<file path="src/rtl/alu16_pkg.sv">
// Package for the 16-bit ALU: operation encoding and helper functions.
// Assumes a fixed 3-bit operation code shared with the instruction decoder.
package alu16_pkg;

    typedef enum logic [2:0] {
        OP_ADD = 3'b000,
        OP_SUB = 3'b001,
        OP_AND = 3'b010,
        OP_OR  = 3'b011,
        OP_XOR = 3'b100,
        OP_MOV = 3'b101,
        OP_SHL = 3'b110,
        OP_SHR = 3'b111
    } alu_op_e;

    // True for operations whose carry result the core must keep
    function automatic logic writes_carry(input alu_op_e op);
        return (op == OP_ADD) || (op == OP_SUB) || (op == OP_SHL) || (op == OP_SHR);
    endfunction

endpackage

</file>
<file path="src/rtl/alu16_addsub.sv">
// Adder/subtractor for the ALU.
// Produces A+B or A-B. carry_o is the carry out on add and the unsigned borrow on subtract.
// Assumes the operands are unsigned bit vectors; signed overflow is not reported.
module alu16_addsub #(
    parameter int WIDTH = 16
) (
    input  logic             sub_i,
    input  logic [WIDTH-1:0] a_i,
    input  logic [WIDTH-1:0] b_i,
    output logic [WIDTH-1:0] sum_o,
    output logic             carry_o
);

    logic [WIDTH:0] wide_add;
    logic [WIDTH:0] wide_sub;

    // Form both widened results; bit WIDTH holds the carry or the borrow
    always_comb begin
        wide_add = {1'b0, a_i} + {1'b0, b_i};
        wide_sub = {1'b0, a_i} - {1'b0, b_i};
    end

    // Pick the result for the requested direction
    always_comb begin
        if (sub_i) begin
            sum_o   = wide_sub[WIDTH-1:0];
            carry_o = wide_sub[WIDTH];
        end else begin
            sum_o   = wide_add[WIDTH-1:0];
            carry_o = wide_add[WIDTH];
        end
    end

    // a borrow flag means the unsigned minuend was the smaller value
    always_comb begin
        if (sub_i) begin
            a_r2_borrow_order: assert (carry_o == (a_i < b_i))
                else $error("a_r2_borrow_order: borrow disagrees with operand order");
        end
    end

endmodule

</file>
<file path="src/rtl/alu16_shifter.sv">
// One-direction logical barrel shifter for the ALU.
// LEFT picks the direction. carry_o is the last bit pushed out; a zero distance gives carry 0.
// Assumes the distance is already cut to SHAMT_W bits by the caller.
module alu16_shifter #(
    parameter int WIDTH   = 16,
    parameter bit LEFT    = 1'b1,
    parameter int SHAMT_W = $clog2(WIDTH)
) (
    input  logic [WIDTH-1:0]   a_i,
    input  logic [SHAMT_W-1:0] shamt_i,
    output logic [WIDTH-1:0]   res_o,
    output logic               carry_o
);

    logic [WIDTH:0] ext;

    generate
        if (LEFT) begin : g_left
            // Shift left with a spare bit above the top to catch the last bit out
            always_comb begin
                ext     = {1'b0, a_i} << shamt_i;
                res_o   = ext[WIDTH-1:0];
                carry_o = ext[WIDTH];
            end
        end else begin : g_right
            // Shift right with a spare bit below the bottom to catch the last bit out
            always_comb begin
                ext     = {a_i, 1'b0} >> shamt_i;
                res_o   = ext[WIDTH:1];
                carry_o = ext[0];
            end
        end
    endgenerate

    // a zero distance passes the operand through and produces no carry
    always_comb begin
        if (shamt_i == '0) begin
            a_r7_zero_shift: assert (res_o == a_i && carry_o == 1'b0)
                else $error("a_r7_zero_shift: zero-distance shift altered data");
        end
    end

endmodule

</file>
<file path="src/rtl/alu16_logic.sv">
// Bitwise and move unit for the ALU.
// Handles AND, OR, XOR and the move of operand A; other codes return zero.
// Assumes the caller selects this output only for those four codes.
module alu16_logic
    import alu16_pkg::*;
#(
    parameter int WIDTH = 16
) (
    input  alu_op_e          op_i,
    input  logic [WIDTH-1:0] a_i,
    input  logic [WIDTH-1:0] b_i,
    output logic [WIDTH-1:0] res_o
);

    // Apply the bitwise function named by the code
    always_comb begin
        unique case (op_i)
            OP_AND:  res_o = a_i & b_i;
            OP_OR:   res_o = a_i | b_i;
            OP_XOR:  res_o = a_i ^ b_i;
            OP_MOV:  res_o = a_i;
            default: res_o = '0;
        endcase
    end

endmodule

</file>
<file path="src/rtl/alu16_core.sv">
// Top of the flag-producing ALU.
// Combines the add/sub, shift and logic units, selects the result by operation code
// and derives the zero, negative and carry flags plus the carry-update hint.
// Assumes purely combinational use; the core registers the flags as it needs.
module alu16_core
    import alu16_pkg::*;
#(
    parameter int WIDTH = 16
) (
    input  logic [2:0]       op_sel,
    input  logic [WIDTH-1:0] opnd_a,
    input  logic [WIDTH-1:0] opnd_b,
    output logic [WIDTH-1:0] result,
    output logic             flag_z,
    output logic             flag_n,
    output logic             flag_c,
    output logic             carry_upd
);

    localparam int SHAMT_W = $clog2(WIDTH);

    alu_op_e            op;
    logic [SHAMT_W-1:0] shamt;
    logic [WIDTH-1:0]   as_res, shl_res, shr_res, lg_res;
    logic               as_c, shl_c, shr_c;

    assign op    = alu_op_e'(op_sel);
    assign shamt = opnd_b[SHAMT_W-1:0];

    alu16_addsub #(.WIDTH(WIDTH)) u_addsub (
        .sub_i   (op == OP_SUB),
        .a_i     (opnd_a),
        .b_i     (opnd_b),
        .sum_o   (as_res),
        .carry_o (as_c)
    );

    alu16_shifter #(.WIDTH(WIDTH), .LEFT(1'b1), .SHAMT_W(SHAMT_W)) u_shl (
        .a_i     (opnd_a),
        .shamt_i (shamt),
        .res_o   (shl_res),
        .carry_o (shl_c)
    );

    alu16_shifter #(.WIDTH(WIDTH), .LEFT(1'b0), .SHAMT_W(SHAMT_W)) u_shr (
        .a_i     (opnd_a),
        .shamt_i (shamt),
        .res_o   (shr_res),
        .carry_o (shr_c)
    );

    alu16_logic #(.WIDTH(WIDTH)) u_logic (
        .op_i  (op),
        .a_i   (opnd_a),
        .b_i   (opnd_b),
        .res_o (lg_res)
    );

    // Choose the result and the raw carry for the selected operation
    always_comb begin
        unique case (op)
            OP_ADD, OP_SUB: begin result = as_res;  flag_c = as_c;  end
            OP_SHL:         begin result = shl_res; flag_c = shl_c; end
            OP_SHR:         begin result = shr_res; flag_c = shr_c; end
            default:        begin result = lg_res;  flag_c = 1'b0;  end
        endcase
    end

    // Derive the status flags and the carry-update hint
    always_comb begin
        flag_z    = (result == '0);
        flag_n    = result[WIDTH-1];
        carry_upd = writes_carry(op);
    end

    // Cross-checks between the sub-units and the output flags
    always_comb begin
        // move ignores B entirely
        if (op == OP_MOV) begin
            a_r4_mov_pass: assert (result == opnd_a)
                else $error("a_r4_mov_pass: move did not return operand A");
        end
        // no carry is reported when the core must keep its old one
        if (!carry_upd) begin
            a_r10_carry_quiet: assert (flag_c == 1'b0)
                else $error("a_r10_carry_quiet: carry raised without update");
        end
        // a non-zero logical right shift always clears the top bit
        if (op == OP_SHR && shamt != '0) begin
            a_r6_top_clear: assert (result[WIDTH-1] == 1'b0)
                else $error("a_r6_top_clear: right shift did not zero-fill");
        end
        // adding zero leaves A unchanged with no carry
        if (op == OP_ADD && opnd_b == '0) begin
            a_r1_add_zero: assert (result == opnd_a && !flag_c)
                else $error("a_r1_add_zero: adding zero changed data");
        end
        // a zero result cannot be negative
        if (flag_z) begin
            a_r8_zero_not_neg: assert (!flag_n)
                else $error("a_r8_zero_not_neg: zero and negative both set");
        end
    end

endmodule

</file>
<file path="config.mk">
export PLATFORM = sky130hd
export DESIGN_NAME = alu16_core
export DESIGN_NICKNAME = d
export VERILOG_FILES = /design/src/rtl/alu16_pkg.sv /design/src/rtl/alu16_addsub.sv /design/src/rtl/alu16_shifter.sv /design/src/rtl/alu16_logic.sv /design/src/rtl/alu16_core.sv
export SDC_FILE = /design/constraint.sdc
export NUM_CORES = 1
export LEC_CHECK = 0
export ABC_AREA = 1
export BUFFER_PORTS_ARGS = -buffer_cell sky130_fd_sc_hd__buf_2
export CORE_MARGIN = 2
export CORE_UTILIZATION = 55
export DETAILED_ROUTE_END_ITERATION = 10
export PLACE_DENSITY = 0.81
export SETUP_SLACK_MARGIN = 0.2
export SLEW_MARGIN = 20
export SYNTH_ARGS = -nofsm -noshare
export SYNTH_HDL_FRONTEND = slang
export SYNTH_HIERARCHICAL = 1
export SYNTH_SLANG_ARGS = --single-unit
</file>
<file path="constraint.sdc">
create_clock -name vclk -period 4.4
set_input_delay 0.22 -clock vclk [all_inputs]
set_output_delay 0.22 -clock vclk [all_outputs]
set_load 0.1 [all_outputs]
</file>
==> key figures, run 1 <==
Outcome
  • Outcome: completed

Layout
  • Count of antenna diodes in the layout: 0
  • Final sequential cell count: 0
  • Layout overhead on the synthesized area: 0.647%
  • Ratio of cells with drive above 1 in the final layout: 11.7%
  • Total number of nets in the final design: 1266
  • Multi-input combinational cell area: 4760 µm²
  • Area taken by flip-flops and latches: 0 µm²
  • Fillers: 1239
  • Layout clock buffers: 0

Synthesis
  • Syn Area/Cell: 5.18 µm²
  • Sequential-to-total area share from yosys stat: 0%
  • Net count after synthesis: 1257
  • Post-synth cell types: 42
  • Gate Count Post-Synth: 1156
  • Cell area after synthesis: 5990 µm²
  • Warnings from Yosys: 6

Pwr
  • Clock Power Share: 0%
  • Sequential power share: 0%
  • Power share of the combinational group: 100.0%
  • Leakage Power: 3.75 nW
  • Share of total power consumed by net switching: 74.5%
  • Net switching power: 0.000678 W
  • Internal cell power: 0.000232 W
  • Power density over cell area: 151 nW/µm²
  • Peak supply drop: 0.199 mV

Setup path
  • Peak per-stage delay on the critical path: 0.80 ns
  • Buffering stage count on the worst path with inverters included: 4
  • Data required, critical path: 4.18 ns
  • Critical path cell sequence: buf_2, buf_4, nand2_1, nor2_1, nand2_1, nand3_1, nand2_1, inv_1, buf_2
  • Critical path peak fanout: 62
  • Most numerous cell on the critical path: nand2_1
  • Cell class contributing the biggest share of worst-path delay: simple AND/OR/NAND/NOR gates
  • Crit start category: primary input
  • Cell with the largest stage delay on the worst path: nor2_1
  • Cell count along the critical path: 9
  • Nature of the critical path endpoint: primary output
  • Type of the setup path with the least slack: primary input to primary output
  • Endpoint arrival time on the critical path: 3.04 ns

Detailed routing
  • Per-cell via count in the routed design: 5.57
  • Final antenna-violating net count: 0
  • Total wirelength of the detailed-routed design: 19700 µm
  • Number of DRC violations after detailed routing: 0
  • Routed wire length per instance: 15.1 µm
  • Drt initial violations: 1063
  • Total number of vias: 7258
  • First-pass detailed-route iteration total: 5

Worst hold path
  • Worst Hold Class: primary input to primary output
  • Worst hold path cell count: 5

Floorplanning
  • Die Footprint: 11700 µm²
  • Die outline height: 108 µm
  • Effective utilization at floorplan: 55.8%
  • Core area: 10700 µm²
  • Cell row count: 38
  • Die extent in x: 108 µm
  • Top-level port count: 55

STA
  • Minimum clock period: 3.26 ns
  • Setup TNS after final layout: 0 ns
  • Worst rel slew slack: 40.4%
  • Finish-stage setup viols: 0
  • Final hold violation count: 0
  • Unrepaired setup endpoints after global routing: no
  • Worst hold margin: 1.17 ns
  • Final slew viol count: 0
  • Max Clock Freq: 307 MHz
  • Fin crit share: 74.1%
  • Actual slew at the worst max-slew pin: 0.890 ns

Global route
  • Via count of the first global-routing pass: 6314
  • Largest net degree at the start of global routing: 63
  • Remaining global-route overflow: 0
  • Total GRT Usage: 33.5%
  • Antenna violations before repair: 0
  • Global-route wire length before repair: 31600 µm

CTS
  • Hold-fix buffers, CTS: 0
  • Number of buffers added for setup after CTS: 0
  • Quantity of gates resized following cts: 0

Placement
  • Half-perimeter wire length of the detailed placement result: 15800 µm
  • Routability congestion estimate from global placement: 1.03
  • Count of buffers from port buffering: 55

Flow run
  • Number of max-cap violations: 0
==> tightest hold or removal path, delay by kind of cell <==
family	cells	cell delay, ns
buffers and inverters	2	0.42
and+or+nand+nor	3	0.30
==> metrics by stage <==
step / utilization, % / cell area (µm²) / total power (W) / cells / worst slack, ns
3_5_place_dp: 56.1 / 6030 / 0.000890 / 1303 / 1.23
4_1_cts: 56.1 / 6030 / 0.000893 / 1303 / 1.22
2_1_floorplan: - / 5990 / 0.000716 / 1156 / 1.10
3_3_place_gp: 56.1 / 6030 / 0.000889 / 1303 / 1.23
5_1_grt: 56.1 / 6030 / 0.000999 / 1303 / 0.841
6_report: 56.1 / 6030 / 0.000910 / 1303 / 1.14
==> cell usage after synthesis, types with 9 or more instances <==
| library cell | instances | area (µm²) |
|---|---|---|
| nand4_1 | 45 | 282 |
| nand3_1 | 153 | 766 |
| nor2_1 | 88 | 330 |
| a21oi_1 | 21 | 105 |
| nor3_1 | 14 | 70.1 |
| inv_1 | 172 | 646 |
| buf_2 | 14 | 70.1 |
| nand2_1 | 425 | 1600 |
| ha_1 | 64 | 801 |
| inv_2 | 11 | 41.3 |
| nor3_2 | 12 | 120 |
| buf_4 | 12 | 90.1 |
| o21ai_0 | 9 | 45.0 |
| xor2_1 | 9 | 78.8 |
| nand3_2 | 9 | 90.1 |
| buf_6 | 19 | 214 |
| nand2_2 | 13 | 81.3 |
==> path summary, 6_finish.rpt <==
path              startpoint          to  slack [ns]
setup / recovery   op_sel[2]  result[12]        1.14
hold / removal     op_sel[2]      flag_c        1.17
==> final cells by class <==
class | instances | area share (%)
multi-input cells | 906 | 79.0
inverters | 195 | 12.4
repair buffers | 62 | 5.68
well taps | 140 | 2.90
==> layer usage <==
layer / share of wire (%) / wire length (µm) / track usage, %
met5: 0 / 0 / 0
met4: 2.9 / 580 / 8.06
met2: 43 / 8390 / 53.1
met3: 10 / 2000 / 3.98
met1: 44 / 8750 / 48.1
==> power by group through the flow <==
stage | Combinational [W] | Sequential, W | Clock (W)
CTS | 0.000893 | 0 | 0
floorplan | 0.000716 | 0 | 0
finish | 0.000910 | 0 | 0
global placement | 0.000889 | 0 | 0
detailed placement | 0.000890 | 0 | 0
global route | 0.000999 | 0 | 0
==> cell families after synthesis <==
family | synth area share (%)
compound gates | 4.24
simple gates | 59.9
buf+inv | 20.5
xor+xnor | 1.32
fa+ha+maj | 14.0
==> cells in the final DEF, fill, tap and decap left out, types with 2 or more instances in the layout <==
| master | synthesis | final |
|---|---|---|
| nand2_1 | 425 | 425 |
| inv_1 | 172 | 172 |
| nor3_2 | 12 | 12 |
| nand2_2 | 13 | 13 |
| nand4_1 | 45 | 45 |
| or2_2 | 3 | 3 |
| nor2_2 | 5 | 5 |
| o21bai_1 | 7 | 7 |
| clkinv_1 | 8 | 8 |
| inv_2 | 11 | 11 |
| and2_1 | 4 | 4 |
| and3_1 | 2 | 2 |
| nor2_4 | 4 | 4 |
| ha_1 | 64 | 64 |
| buf_4 | 12 | 7 |
| nor2_1 | 88 | 88 |
| nand3_1 | 153 | 153 |
| nand3_2 | 9 | 9 |
| fa_1 | 2 | 2 |
| xor2_1 | 9 | 9 |
| nand2_4 | 6 | 6 |
| nor3_1 | 14 | 14 |
| inv_4 | 2 | 2 |
| a21oi_1 | 21 | 21 |
| or2_0 | 2 | 2 |
| buf_2 | 14 | 54 |
| a21oi_2 | 4 | 4 |
| o21ai_0 | 9 | 9 |
No activity file was read; power rests on OpenSTA's default activity.
==> run 2, diff against run 1 <==
clock period = 3.2 ns   (was 4.4 ns; I/O delays follow)
==> run 2 against run 1 <==
Final cell count grew 1.1%. Combinational power grew 46%. Critical endpoint is now flag_z. Clock-buffer cell count unchanged. Wire length rose by 1.3%. Sequential share of layout area unchanged. Core utilization rose by 2.8 points. Flip-flop and latch count unchanged. Critical path depth up 8. Final area rose by 5.0%. Largest power group unchanged.
==> key figures, run 2 (same netlist as run 1, synthesis figures left out) <==
Outcome
  • Outcome: completed

STA
  • Finish-stage setup viols: 0 (unchanged)
  • Final slew viol count: 0 (unchanged)
  • Setup WS post-layout: 0.335 ns (-0.803 ns)
  • Max Clock Freq: 349 MHz
  • Final hold violation count: 0 (unchanged)
  • Fin crit share: 89.5%
  • Unrepaired setup endpoints after global routing: no
  • Minimum clock period: 2.86 ns
  • Worst rel slew slack: 44.5% (+4.0 points)
  • Actual slew at the worst max-slew pin: 0.830 ns (-0.0602 ns)
  • Setup TNS after final layout: 0 ns (unchanged)

Layout
  • Post-route design area: 6330 µm² (+5.0%)
  • Count of antenna diodes in the layout: 0 (unchanged)
  • Final sequential cell count: 0 (unchanged)
  • Leading cell types in the layout, fill and taps excluded: 425 x nand2_1, 172 x inv_1, 153 x nand3_1, 85 x nor2_1, 54 x ha_1
  • Commonest non-fill, non-tap cell in the layout: nand2_1
  • Area taken by flip-flops and latches: 0 µm² (unchanged)
  • Total number of nets in the final design: 1280 (+1.1%)
  • Layout overhead on the synthesized area: 5.66%
  • Ratio of cells with drive above 1 in the final layout: 13.9% (+2.2 points)
  • Layout clock buffers: 0 (unchanged)

Pwr
  • Power density over cell area: 210 nW/µm² (+39%)
  • Post-layout total power: 0.00133 W (+46%)
  • Peak supply drop: 0.261 mV (+31%)
  • Leakage Power: 3.84 nW (+2.5%)

Floorplanning
  • Core area: 10700 µm² (unchanged)
  • Die Footprint: 11700 µm² (unchanged)
  • Top-level port count: 55 (unchanged)
  • Cell row count: 38 (unchanged)
  • Die outline height: 108 µm (unchanged)
  • Effective utilization at floorplan: 55.8% (unchanged)
  • Die extent in x: 108 µm (unchanged)

Setup path
  • Endpoint arrival time on the critical path: 2.70 ns (-0.34 ns)
  • Peak per-stage delay on the critical path: 0.42 ns (-0.38 ns)
  • Cell class contributing the biggest share of worst-path delay: simple AND/OR/NAND/NOR gates
  • Type of the setup path with the least slack: primary input to primary output
  • Most numerous cell on the critical path: nand2_1
  • Cell with the largest stage delay on the worst path: ha_2
  • Critical path cell sequence: clkbuf_4, ha_2, inv_2, a21oi_2, nand2_1, o21ai_0, xor2_1, inv_1, nand2_1, nand2_1, nand3_1, nand2_1, nand2_1, nor2_1, nand2_1, nor2_4, buf_12
  • Critical path peak fanout: 9 (-85%)
  • Crit start category: primary input
  • Buffering stage count on the worst path with inverters included: 4 (unchanged)
  • Data required, critical path: 3.04 ns (-1.14 ns)
  • Nature of the critical path endpoint: primary output

Placement
  • Routability congestion estimate from global placement: 1.04 (+0.82%)
  • Half-perimeter wire length of the detailed placement result: 15600 µm (-1.1%)
  • Placement-stage cell area: 6260 µm² (+3.8%)
  • Pre-CTS WS: 0.357 ns (-0.878 ns)
  • Count of buffers from port buffering: 55 (unchanged)

Global route
  • Antenna violations before repair: 1 (+1)
  • Total GRT Usage: 33.5% (about the same)
  • Global-route wire length before repair: 31800 µm (+0.65%)
  • Largest net degree at the start of global routing: 40 (-37%)
  • Via count of the first global-routing pass: 6411 (+1.5%)
  • Remaining global-route overflow: 0 (unchanged)

Detailed routing
  • Final antenna-violating net count: 0 (unchanged)
  • Routed wire length per instance: 15.2 µm (+0.27%)
  • Per-cell via count in the routed design: 5.63 (+1.1%)
  • Total wirelength of the detailed-routed design: 20000 µm (+1.3%)
  • Drt initial violations: 852 (-20%)
  • First-pass detailed-route iteration total: 8 (+3)
  • Total number of vias: 7416 (+2.2%)
  • Number of DRC violations after detailed routing: 0 (unchanged)

Worst hold path
  • Worst Hold Class: primary input to primary output

CTS
  • Hold-fix buffers, CTS: 0 (unchanged)
  • Number of buffers added for setup after CTS: 0 (unchanged)

Flow run
  • Number of max-cap violations: 0 (unchanged)
==> run 2: cell types whose count changed in the layout (fill, tap and decap cells not counted), sizes merged <==
cell / delta
clkbuf: +3
buf: +11
==> run 2: path summary, 6_finish.rpt <==
path              cells past startpoint  slack (ns)   endpoint       from
setup / recovery                     17        0.34     flag_z  opnd_a[2]
hold / removal                        7        1.06  result[7]  op_sel[0]
==> run 2: repair_timing <==
item	in CTS	in global routing
endpoints found under the hold margin	0	0
setup endpoints to repair	0	3
gates resized for setup	0	21
==> run 2: final cells by class <==
type / count / area, µm²
fillers: 1184 / 4410
inverters: 195 / 749
multi-input cells: 906 / 4820
well taps: 140 / 175
repair buffers: 76 / 583
==> run 2: routing by layer <==
layer / up-vias / global-route usage [%] / wire, µm
met4: 2 / 8.79 / 619
met3: 46 / 2.23 / 1970
met5: - / 0 / 12
met1: 3281 / 48.9 / 8830
met2: 437 / 53.1 / 8550
li1: 3650 / - / -
==> run 2: metrics by stage <==
| step | util (%) | hold WS [ns] | instances |
|---|---|---|---|
| finish | 58.9 | 1.06 | 1317 |
| global route | 58.9 | 1.14 | 1317 |
| CTS | 58.3 | 1.05 | 1317 |
| detailed placement | 58.3 | 1.05 | 1317 |
| global placement | 58.3 | 1.05 | 1317 |
| floorplan | - | 0.642 | 1156 |
==> run 2: report_power, final <==
group / total, W / internal, W / switching [W] / leakage, nW
logic: 0.00133 / 0.000388 / 0.000943 / 3.84
clock network: 0 / 0 / 0 / 0
registers: 0 / 0 / 0 / 0
total: 0.00133 / 0.000388 / 0.000943 / 3.84
